## src/rtl/ee3w_pkg.sv

```systemverilog
package ee3w_pkg;
  typedef enum logic [2:0] {
    ST_IDLE, ST_SEND, ST_RECV, ST_GAP, ST_POLL
  } ee3w_state_e;

  // host op code to device opcode bits
  function automatic logic [1:0] dev_opcode(input logic [1:0] hop);
    case (hop)
      2'd0:    dev_opcode = 2'b10;
      2'd1:    dev_opcode = 2'b01;
      default: dev_opcode = 2'b00;
    endcase
  endfunction
endpackage

```

## src/rtl/ee3w_tick.sv

```systemverilog
module ee3w_tick #(
  parameter int DIV = 4
) (
  input  logic clk,
  input  logic rst,
  input  logic en,
  output logic tick
);
  localparam int CW = (DIV > 1) ? $clog2(DIV) : 1;
  logic [CW-1:0] cnt;

  assign tick = en && (cnt == CW'(DIV - 1));

  always_ff @(posedge clk) begin
    if (rst || !en || tick) cnt <= '0;
    else                    cnt <= cnt + 1'b1;
  end
endmodule

```

## src/rtl/ee3w_shreg.sv

```systemverilog
module ee3w_shreg #(
  parameter int W = 24
) (
  input  logic         clk,
  input  logic         rst,
  input  logic         load,
  input  logic [W-1:0] load_val,
  input  logic         shift,
  input  logic         sin,
  output logic [W-1:0] q
);
  always_ff @(posedge clk) begin
    if (rst)        q <= '0;
    else if (load)  q <= load_val;
    else if (shift) q <= {q[W-2:0], sin};
  end
endmodule

```

## src/rtl/ee3w_ctrl.sv

```systemverilog
module ee3w_ctrl #(
  parameter int ADDR_W  = 9,
  parameter int DATA_W  = 8,
  parameter int CLK_DIV = 4
) (
  input  logic              clk,
  input  logic              rst,
  input  logic              req_i,
  input  logic [1:0]        op_i,
  input  logic [ADDR_W-1:0] addr_i,
  input  logic [DATA_W-1:0] wdata_i,
  output logic [DATA_W-1:0] rdata_o,
  output logic              done_o,
  output logic              busy_o,
  output logic              cs_o,
  output logic              sclk_o,
  output logic              sdo_o,
  input  logic              sdi_i
);
  import ee3w_pkg::*;

  localparam int RAW_W = ADDR_W + 3;
  localparam int PAD_W = (8 - (RAW_W % 8)) % 8;
  localparam int CMD_W = RAW_W + PAD_W;
  localparam int SH_W  = CMD_W + DATA_W;
  localparam int BW    = $clog2(SH_W + 1);

  ee3w_state_e state;
  logic [1:0]     op_q;
  logic [BW-1:0]  bits;
  logic           gap_cnt;
  logic           tick;
  logic [SH_W-1:0] q;
  logic [SH_W-1:0] frame;
  logic [ADDR_W-1:0] addr_eff;
  logic           accept, shift, finish;
  logic [BW-1:0]  send_last;

  assign accept = (state == ST_IDLE) && req_i;
  assign shift  = tick && sclk_o && (state == ST_SEND || state == ST_RECV);

  always_comb begin
    addr_eff = addr_i;
    if (op_i[1]) addr_eff = {2'b11, {(ADDR_W-2){1'b0}}};
    frame = {{PAD_W{1'b0}}, 1'b1, dev_opcode(op_i), addr_eff,
             (op_i == 2'd1) ? wdata_i : {DATA_W{1'b0}}};
    send_last = (op_q == 2'd1) ? BW'(SH_W - 1) : BW'(CMD_W - 1);
    finish = 1'b0;
    case (state)
      ST_SEND: finish = tick && sclk_o && bits == send_last && op_q[1];
      ST_RECV: finish = tick && sclk_o && bits == BW'(DATA_W - 1);
      ST_POLL: finish = tick && sdi_i;
      default: finish = 1'b0;
    endcase
  end

  ee3w_tick #(.DIV(CLK_DIV)) u_tick (
    .clk(clk), .rst(rst), .en(state != ST_IDLE), .tick(tick)
  );

  ee3w_shreg #(.W(SH_W)) u_sh (
    .clk(clk), .rst(rst), .load(accept), .load_val(frame),
    .shift(shift), .sin(sdi_i), .q(q)
  );

  assign sdo_o = (state == ST_SEND) ? q[SH_W-1] : 1'b0;

  always_ff @(posedge clk) begin
    if (rst) begin
      state   <= ST_IDLE;
      op_q    <= '0;
      bits    <= '0;
      gap_cnt <= 1'b0;
      cs_o    <= 1'b0;
      sclk_o  <= 1'b0;
      busy_o  <= 1'b0;
      done_o  <= 1'b0;
      rdata_o <= '0;
    end else begin
      done_o <= 1'b0;
      if (finish) begin
        state  <= ST_IDLE;
        cs_o   <= 1'b0;
        sclk_o <= 1'b0;
        busy_o <= 1'b0;
        done_o <= 1'b1;
        bits   <= '0;
        if (state == ST_RECV) rdata_o <= {q[DATA_W-2:0], sdi_i};
      end else begin
        case (state)
          ST_IDLE: if (accept) begin
            op_q   <= op_i;
            cs_o   <= 1'b1;
            busy_o <= 1'b1;
            bits   <= '0;
            state  <= ST_SEND;
          end
          ST_SEND, ST_RECV: if (tick) begin
            sclk_o <= ~sclk_o;
            if (sclk_o) begin
              bits <= bits + 1'b1;
              if (state == ST_SEND && bits == send_last) begin
                bits <= '0;
                if (op_q == 2'd0) state <= ST_RECV;
                else begin
                  state   <= ST_GAP;
                  cs_o    <= 1'b0;
                  gap_cnt <= 1'b0;
                end
              end
            end
          end
          ST_GAP: if (tick) begin
            gap_cnt <= 1'b1;
            if (gap_cnt) begin
              cs_o  <= 1'b1;
              state <= ST_POLL;
            end
          end
          default: ;
        endcase
      end
    end
  end


  sclk_low_when_deselected_chk: assert property (@(posedge clk) disable iff (rst)
    !cs_o |-> !sclk_o);

  sdo_stable_at_rise_chk: assert property (@(posedge clk) disable iff (rst)
    $rose(sclk_o) |-> $stable(sdo_o));

  done_single_pulse_chk: assert property (@(posedge clk) disable iff (rst)
    done_o |=> !done_o);

  done_not_busy_chk: assert property (@(posedge clk) disable iff (rst)
    done_o |-> !busy_o && !cs_o);

  busy_after_accept_chk: assert property (@(posedge clk) disable iff (rst)
    (!busy_o && req_i) |=> busy_o);

  poll_waits_ready_chk: assert property (@(posedge clk) disable iff (rst)
    (state == ST_POLL && !sdi_i) |=> !done_o);
endmodule

```

## config.mk

```make
export PLATFORM = sky130hd
export DESIGN_NAME = ee3w_ctrl
export DESIGN_NICKNAME = d
export VERILOG_FILES = /design/src/rtl/ee3w_pkg.sv /design/src/rtl/ee3w_tick.sv /design/src/rtl/ee3w_shreg.sv /design/src/rtl/ee3w_ctrl.sv
export SDC_FILE = /design/constraint.sdc
export NUM_CORES = 1
export LEC_CHECK = 0
export BUFFER_PORTS_ARGS = -buffer_cell sky130_fd_sc_hd__clkbuf_2
export CORE_ASPECT_RATIO = 0.75
export CORE_UTILIZATION = 40
export DETAILED_ROUTE_END_ITERATION = 16
export PLACE_DENSITY = 0.72
export SLEW_MARGIN = 20
export SYNTH_ARGS = -nofsm -noshare
export SYNTH_HDL_FRONTEND = slang
export SYNTH_SLANG_ARGS = --single-unit
export TNS_END_PERCENT = 20
```

## constraint.sdc

```tcl
create_clock -name clk -period 1.61 [get_ports clk]
set_input_delay 0.161 -clock clk [delete_from_list [all_inputs] [get_ports clk]]
set_output_delay 0.161 -clock clk [all_outputs]
set_load 0.03 [all_outputs]
```

Yosys cells after proc, flatten, opt, wreduce, memory -nomap -nowiden. Index checks and enable logic that the tools add are counted.

Add/sub/neg operators: 2. Equality and inequality tests: 16. Multiplexer cells: 32. Bitwise gates (word level): 2. Reduce and logical (&&, ||, !) cells: 32.

Operator list (number): 20-bit 2-to-1 mux (2); 5-bit 2-to-1 mux (5); 3-bit 2-to-1 mux (6); 2-bit inequality test, second input constant (7); 7-bit AND reduction (2); 1-bit 2-to-1 mux (11); 5-bit case mux with 2 select lines (1); 1-bit logical AND (9); 9-bit 2-to-1 mux (1); 3-bit case mux with 3 select lines (1); 8-bit 2-to-1 mux (1); 8-bit AND reduction (1); 3-bit by 2-bit equality test with 1-bit output, second input constant (2); 1-bit case mux with 3 select lines (2); 2-bit AND reduction (3); 2-bit nonzero test (3); 3-bit nonzero test (2); 2-bit OR reduction (3); 5-bit by 1-bit adder with 5-bit output, second input constant (1); 5-bit by 3-bit equality test with 1-bit output, second input constant (1); 5-bit equality test (1); 2-bit by 1-bit equality test with 1-bit output, second input constant (2); 2-bit zero test (2); 2-bit case mux with 2 select lines (1); 11 further kinds (14).

Bits in registers: 49. Input bits: 23. Logic and storage cells: 96.

Longest topological paths before layout.
Depth after elaboration: 8. Gate-level depth with buffers: 8.

Cells and area by module. Synthesis repeated with hierarchy kept, for this count alone.

Cells, all modules: 267. Area, all modules: 2636.3 um2.

By module, submodules not included: ee3w_ctrl (instances 1, cells each 155, area an instance 1322.5 um2); ee3w_shreg (instances 1, cells each 106, area an instance 1233.7 um2); ee3w_tick (instances 1, cells each 6, area an instance 80.1 um2).

Least setup slack after synthesis. No wires, ideal clock.

Path type: register to register. Start point: register u_tick.cnt[0]. End point: register state[0]. Library setup time: 0.081 ns. Arrival time: 1.681 ns. Setup slack: -0.152 ns. Cell stages (with the launch flop): 8. Cell sequence: dfxtp_1 ha_1 buf_2 nand2_1 and2_1 o22a_1 or4b_1 a41oi_1.

Cells in the longest elaborated chain, start to end: 7. Elaborated cells between the ends (all ways): 12. Those cells by class: eq/ne (3); mux (1); reduce/logical (8).

RTL lines: start, declared (line ee3w_tick.sv:10) `logic [CW-1:0] cnt;`; start signal, assigned (line ee3w_tick.sv:16) `else cnt <= cnt + 1'b1;`; 2-bit equality test (*) (line ee3w_tick.sv:12) `assign tick = en && (cnt == CW'(DIV - 1));`; 1-bit logical AND (*) (line ee3w_tick.sv:12); 1-bit logical AND (line ee3w_ctrl.sv:50, ee3w_ctrl.sv:51); 1-bit logical AND (2 in a row) (line ee3w_ctrl.sv:50) `ST_SEND: finish = tick && sclk_o && bits == send_last && op_q[1];`; 1-bit case mux with 3 select lines (line ee3w_ctrl.sv:49) `case (state)`; 2-bit OR reduction (no line); end signal, assigned (line ee3w_ctrl.sv:70) `state <= ST_IDLE;`; end signal, assigned (line ee3w_ctrl.sv:82) `state <= ST_IDLE;`; end signal, assigned (line ee3w_ctrl.sv:96) `state <= ST_SEND;`; end, declared (line ee3w_ctrl.sv:28) `ee3w_state_e state;`.

Mark *: on every way between the ends. The rest lies on a longest branch, timed or not. A chain may end at the register's enable or synchronous reset.

Worst setup path in the final report.
Start point: register u_tick.cnt[1]. End point: register u_sh.q[16].

Cells in the longest elaborated chain, start to end: 5.

RTL lines: 2-bit equality test (line ee3w_tick.sv:12); 1-bit logical AND (line ee3w_tick.sv:12); 1-bit logical AND (2 in a row) (line ee3w_ctrl.sv:40) `assign shift = tick && sclk_o && (state == ST_SEND || state == ST_RECV);`; 2-bit nonzero test (no line); end signal, assigned (line ee3w_shreg.sv:14) `else if (load) q <= load_val;`; end signal, assigned (line ee3w_shreg.sv:15) `else if (shift) q <= {q[W-2:0], sin};`; end, declared (line ee3w_shreg.sv:10) `output logic [W-1:0] q`.

Every way passes these cells.

==> metrics.md <==
| Metric | Value |
|---|---|
| RSZ-0062 raised after global routing | `true` |
| Top-count cell post-synth | `dfxtp_1` |
| FF-to-FF path depth | `6` |
| Hold WS | `between 0.1 and 0.15 ns` |
| Die footprint | `5735 µm²` |
| Antenna viol nets, final | `0` |
| Clk_lat worst skew | `0.31 ns` |
| Wirelength, routed | `5968 µm` |
| Post-detail-place hpwl | `3947 µm` |
| Worst VDD drop | `0.0004454 V` |
| CTS tree | `yes` |
| Setup slack, reg-to-reg | `-0.12 ns` |
| Post-route cell area | `between 2000 and 3000 µm²` |
| CTS buffer count | `5` |
| Max-slew violations | `0` |
| Max-slew headroom | `71.57%` |
| Leak | `approximately 1.3 nW` |
| # port buffers | `35` |
| CP Data Arrival Time | `1.97 ns` |
| Core Rows | `22` |
| Placed cell area | `2638 µm²` |
| Crit end category | `register` |
| Die Ht | `65.84 µm` |
| Total nets after synthesis | `283` |
| Max clock buf depth | `2` |
| First-pass GRT wire length | `9756 µm` |
| Routability cong. | `between 0.8 and 0.9` |
| Root Driver | `clkbuf_8` |
| Initial antenna violation count | `0` |
| Routed wire length per instance | `15.22 µm` |
| Final WS setup | `-0.1242 ns` |
| Commonest cells in the netlist | `dfxtp_1, nand2_1, nor2_1` |
| Synth Instances | `~260` |
| Final-report hold violation count | `0` |
| Asr flop ratio synth | `0%` |
| Final setup vio count | `16` |
| GR Util All Layers | `21.98%` |
| Tcrit/Tclk final | `107.7%` |
| Post-synth EDFFs | `0` |
| Netlist area before placement | `2173 µm²` |
| Synth cell types | `42` |
| Total power | `2.506 mW` |
| Worst reg2reg startpoint | `u_tick.cnt[1]` |
| Failing checks | `negative setup slack` |
| N_diodes | `0` |
| Routed vias/inst | `5.526` |
| Min-Delay Path Class | `in -> reg` |
| Hold Path End | `u_sh.q[14]` |
| IO Pins | `36` |
| Reg-to-Reg End | `u_sh.q[16]` |
| Setup Crit Path Kind | `reg -> reg` |
| CP Max Fanout | `6` |
| Yosys top cell by area | `dfxtp_1` |
| Hold Path Origin | `addr_i[6]` |
| Fill count | `477` |
| Clock sinks | `49` |
| Initial core utilization | `42.91%` |
| Register area share after synthesis | `45.14%` |
| DP Worst Slack | `-0.1476 ns` |
| Largest net degree at the start of global routing | `18` |
| DRT iter0 DRCs | `131` |
| Number of global-route vias before repair | `2066` |
| Layout area overhead | `37.02%` |
| Minimum clock period | `1.734 ns` |
| Core area | `5065 µm²` |
| Worst Tran Pin Value | `0.4245 ns` |
| Total number of vias | `2166` |
| Cell Pwr Density | `841.4 nW/µm²` |
| Remaining global-route overflow | `0` |
| DRC Markers | `0` |
| Largest cells by area after synthesis | `dfxtp_1, nand2_1, nor2_1` |
| Critical Path Start Type | `register` |
| H-tree depth reported by CTS | `2` |
| #FFs+latches synth | `49` |
| Mean Syn Cell Area | `approximately 8.4 µm²` |
| Share of layout cells above drive strength 1 | `roughly 38%` |
| Nets@finish | `approximately 340` |
| Number of max-cap violations | `0` |
| Ys flop type | `dfxtp_1` |
| Yosys warns | `0` |
| Die W | `87.12 µm` |
| Achievable Freq | `between 0.5 and 0.6 GHz` |
| Synth top area share | `approximately 45%` |
| Status | `finished with violations` |
| CP Data Required Time | `1.85 ns` |
| Drt pass-1 iters | `4` |
| Worst Skew | `0.006936 ns` |
| CTS clock-pin slew for the worst setup and hold paths | `0.09 ns` |
| Worst Hold Depth | `3` |
==> report_power, final <==
part           internal (mW)  switching (mW)
Combinational          0.174           0.211
Sequential              1.27          0.0480
Clock                  0.358           0.448
==> state kept, by name, indices dropped and copies added, names as in the netlist, 2 cells and up <==
register	count
u_sh.q	24
rdata_o	8
bits	5
state	3
op_q	2
u_tick.cnt	2
==> placed cells by master (no fill, tap or decap), types with 3 or more instances in the layout <==
cell type and instances:
a311oi_1 7, nand3_1 3, buf_6 5, nand4_1 4, clkbuf_8 6, nor3_1 9
a221oi_2 9, nor3_2 5, dfxtp_4 3, o21ai_0 6, mux2i_1 8, a21oi_1 18
nor2_1 31, dfxtp_2 3, a31oi_1 3, dfxtp_1 43, nand2_1 33, nand2b_1 4
buf_4 34, a211oi_1 3, clkbuf_2 34
==> routing by layer <==
layer / global-route usage [%] / share of wire (%) / routed length, µm
met1: 28.76 / 43 / 2570
met2: 36.52 / 50 / 2978
met3: 4.744 / 6.0 / 361
met4: 6.557 / 0.97 / 58
met5: 0 / 0 / 0
==> critical path, cell delays in order (launching register included) <==
cell and delay (ns):
dfxtp_2 0.36, ha_4 0.21, nand2_4 0.08, o21ai_4 0.14, o211ai_1 0.21, or4_1 0.56
o21ai_1 0.11
==> timing repair <==
| action | 4_1_cts | 5_1_grt |
|---|---|---|
| endpoints found under the setup margin | 28 | 40 |
| setup buffers | 8 | 0 |
| pin swaps | 14 | 16 |
| hold buffers | 0 | 0 |
| cloned | 0 | 0 |
| gates resized for setup | 30 | 18 |
==> worst max-delay path by stage <==
stage	from	end	slack (ns)	cells past startpoint
after global routing	u_tick.cnt[0]	u_sh.q[16]	-0.21	6
after global placement	u_tick.cnt[0]	state[0]	-0.09	6
after detailed placement	u_tick.cnt[1]	u_sh.q[16]	-0.15	6
after CTS	u_tick.cnt[0]	state[0]	-0.08	6
after floorplan	u_tick.cnt[1]	state[0]	-0.04	7
final	u_tick.cnt[1]	u_sh.q[16]	-0.12	6
==> layout make-up <==
cell class                      count  area, µm²  area share [%]
Timing Repair Buffer               74      501.7           16.85
Multi-Input combinational cell    187       1282           43.07
Sequential cell                    49      996.0           33.45
Tap cell                           72      90.09           3.025
Inverter                            2      7.507          0.2521
Clock buffer                        6      82.58           2.773
Clock inverter                      2      17.52          0.5882
==> cells by family after synthesis <==
| logic type | after synthesis | share of synthesized area (%) |
|---|---|---|
| multiplexers | 8 | 3.685 |
| XOR/XNOR | 2 | 0.8061 |
| AND/OR/NAND/NOR | 113 | 24.41 |
| buffers and inverters | 22 | 4.490 |
| flip-flops | 49 | 45.14 |
| adder cells (fa/ha/maj) | 2 | 1.151 |
| AO/OA/AOI/OAI | 62 | 20.32 |
==> stage by stage <==
stage | cells | util (%) | TNS [ns]
floorplan | 258 | - | -0.09119
global placement | 379 | 52.08 | -0.5425
detailed placement | 379 | 52.08 | -1.641
CTS | 393 | 57.44 | -0.2099
global route | 392 | 58.79 | -3.829
finish | 392 | 58.79 | -0.7744
(Power assumes the default switching activity.)
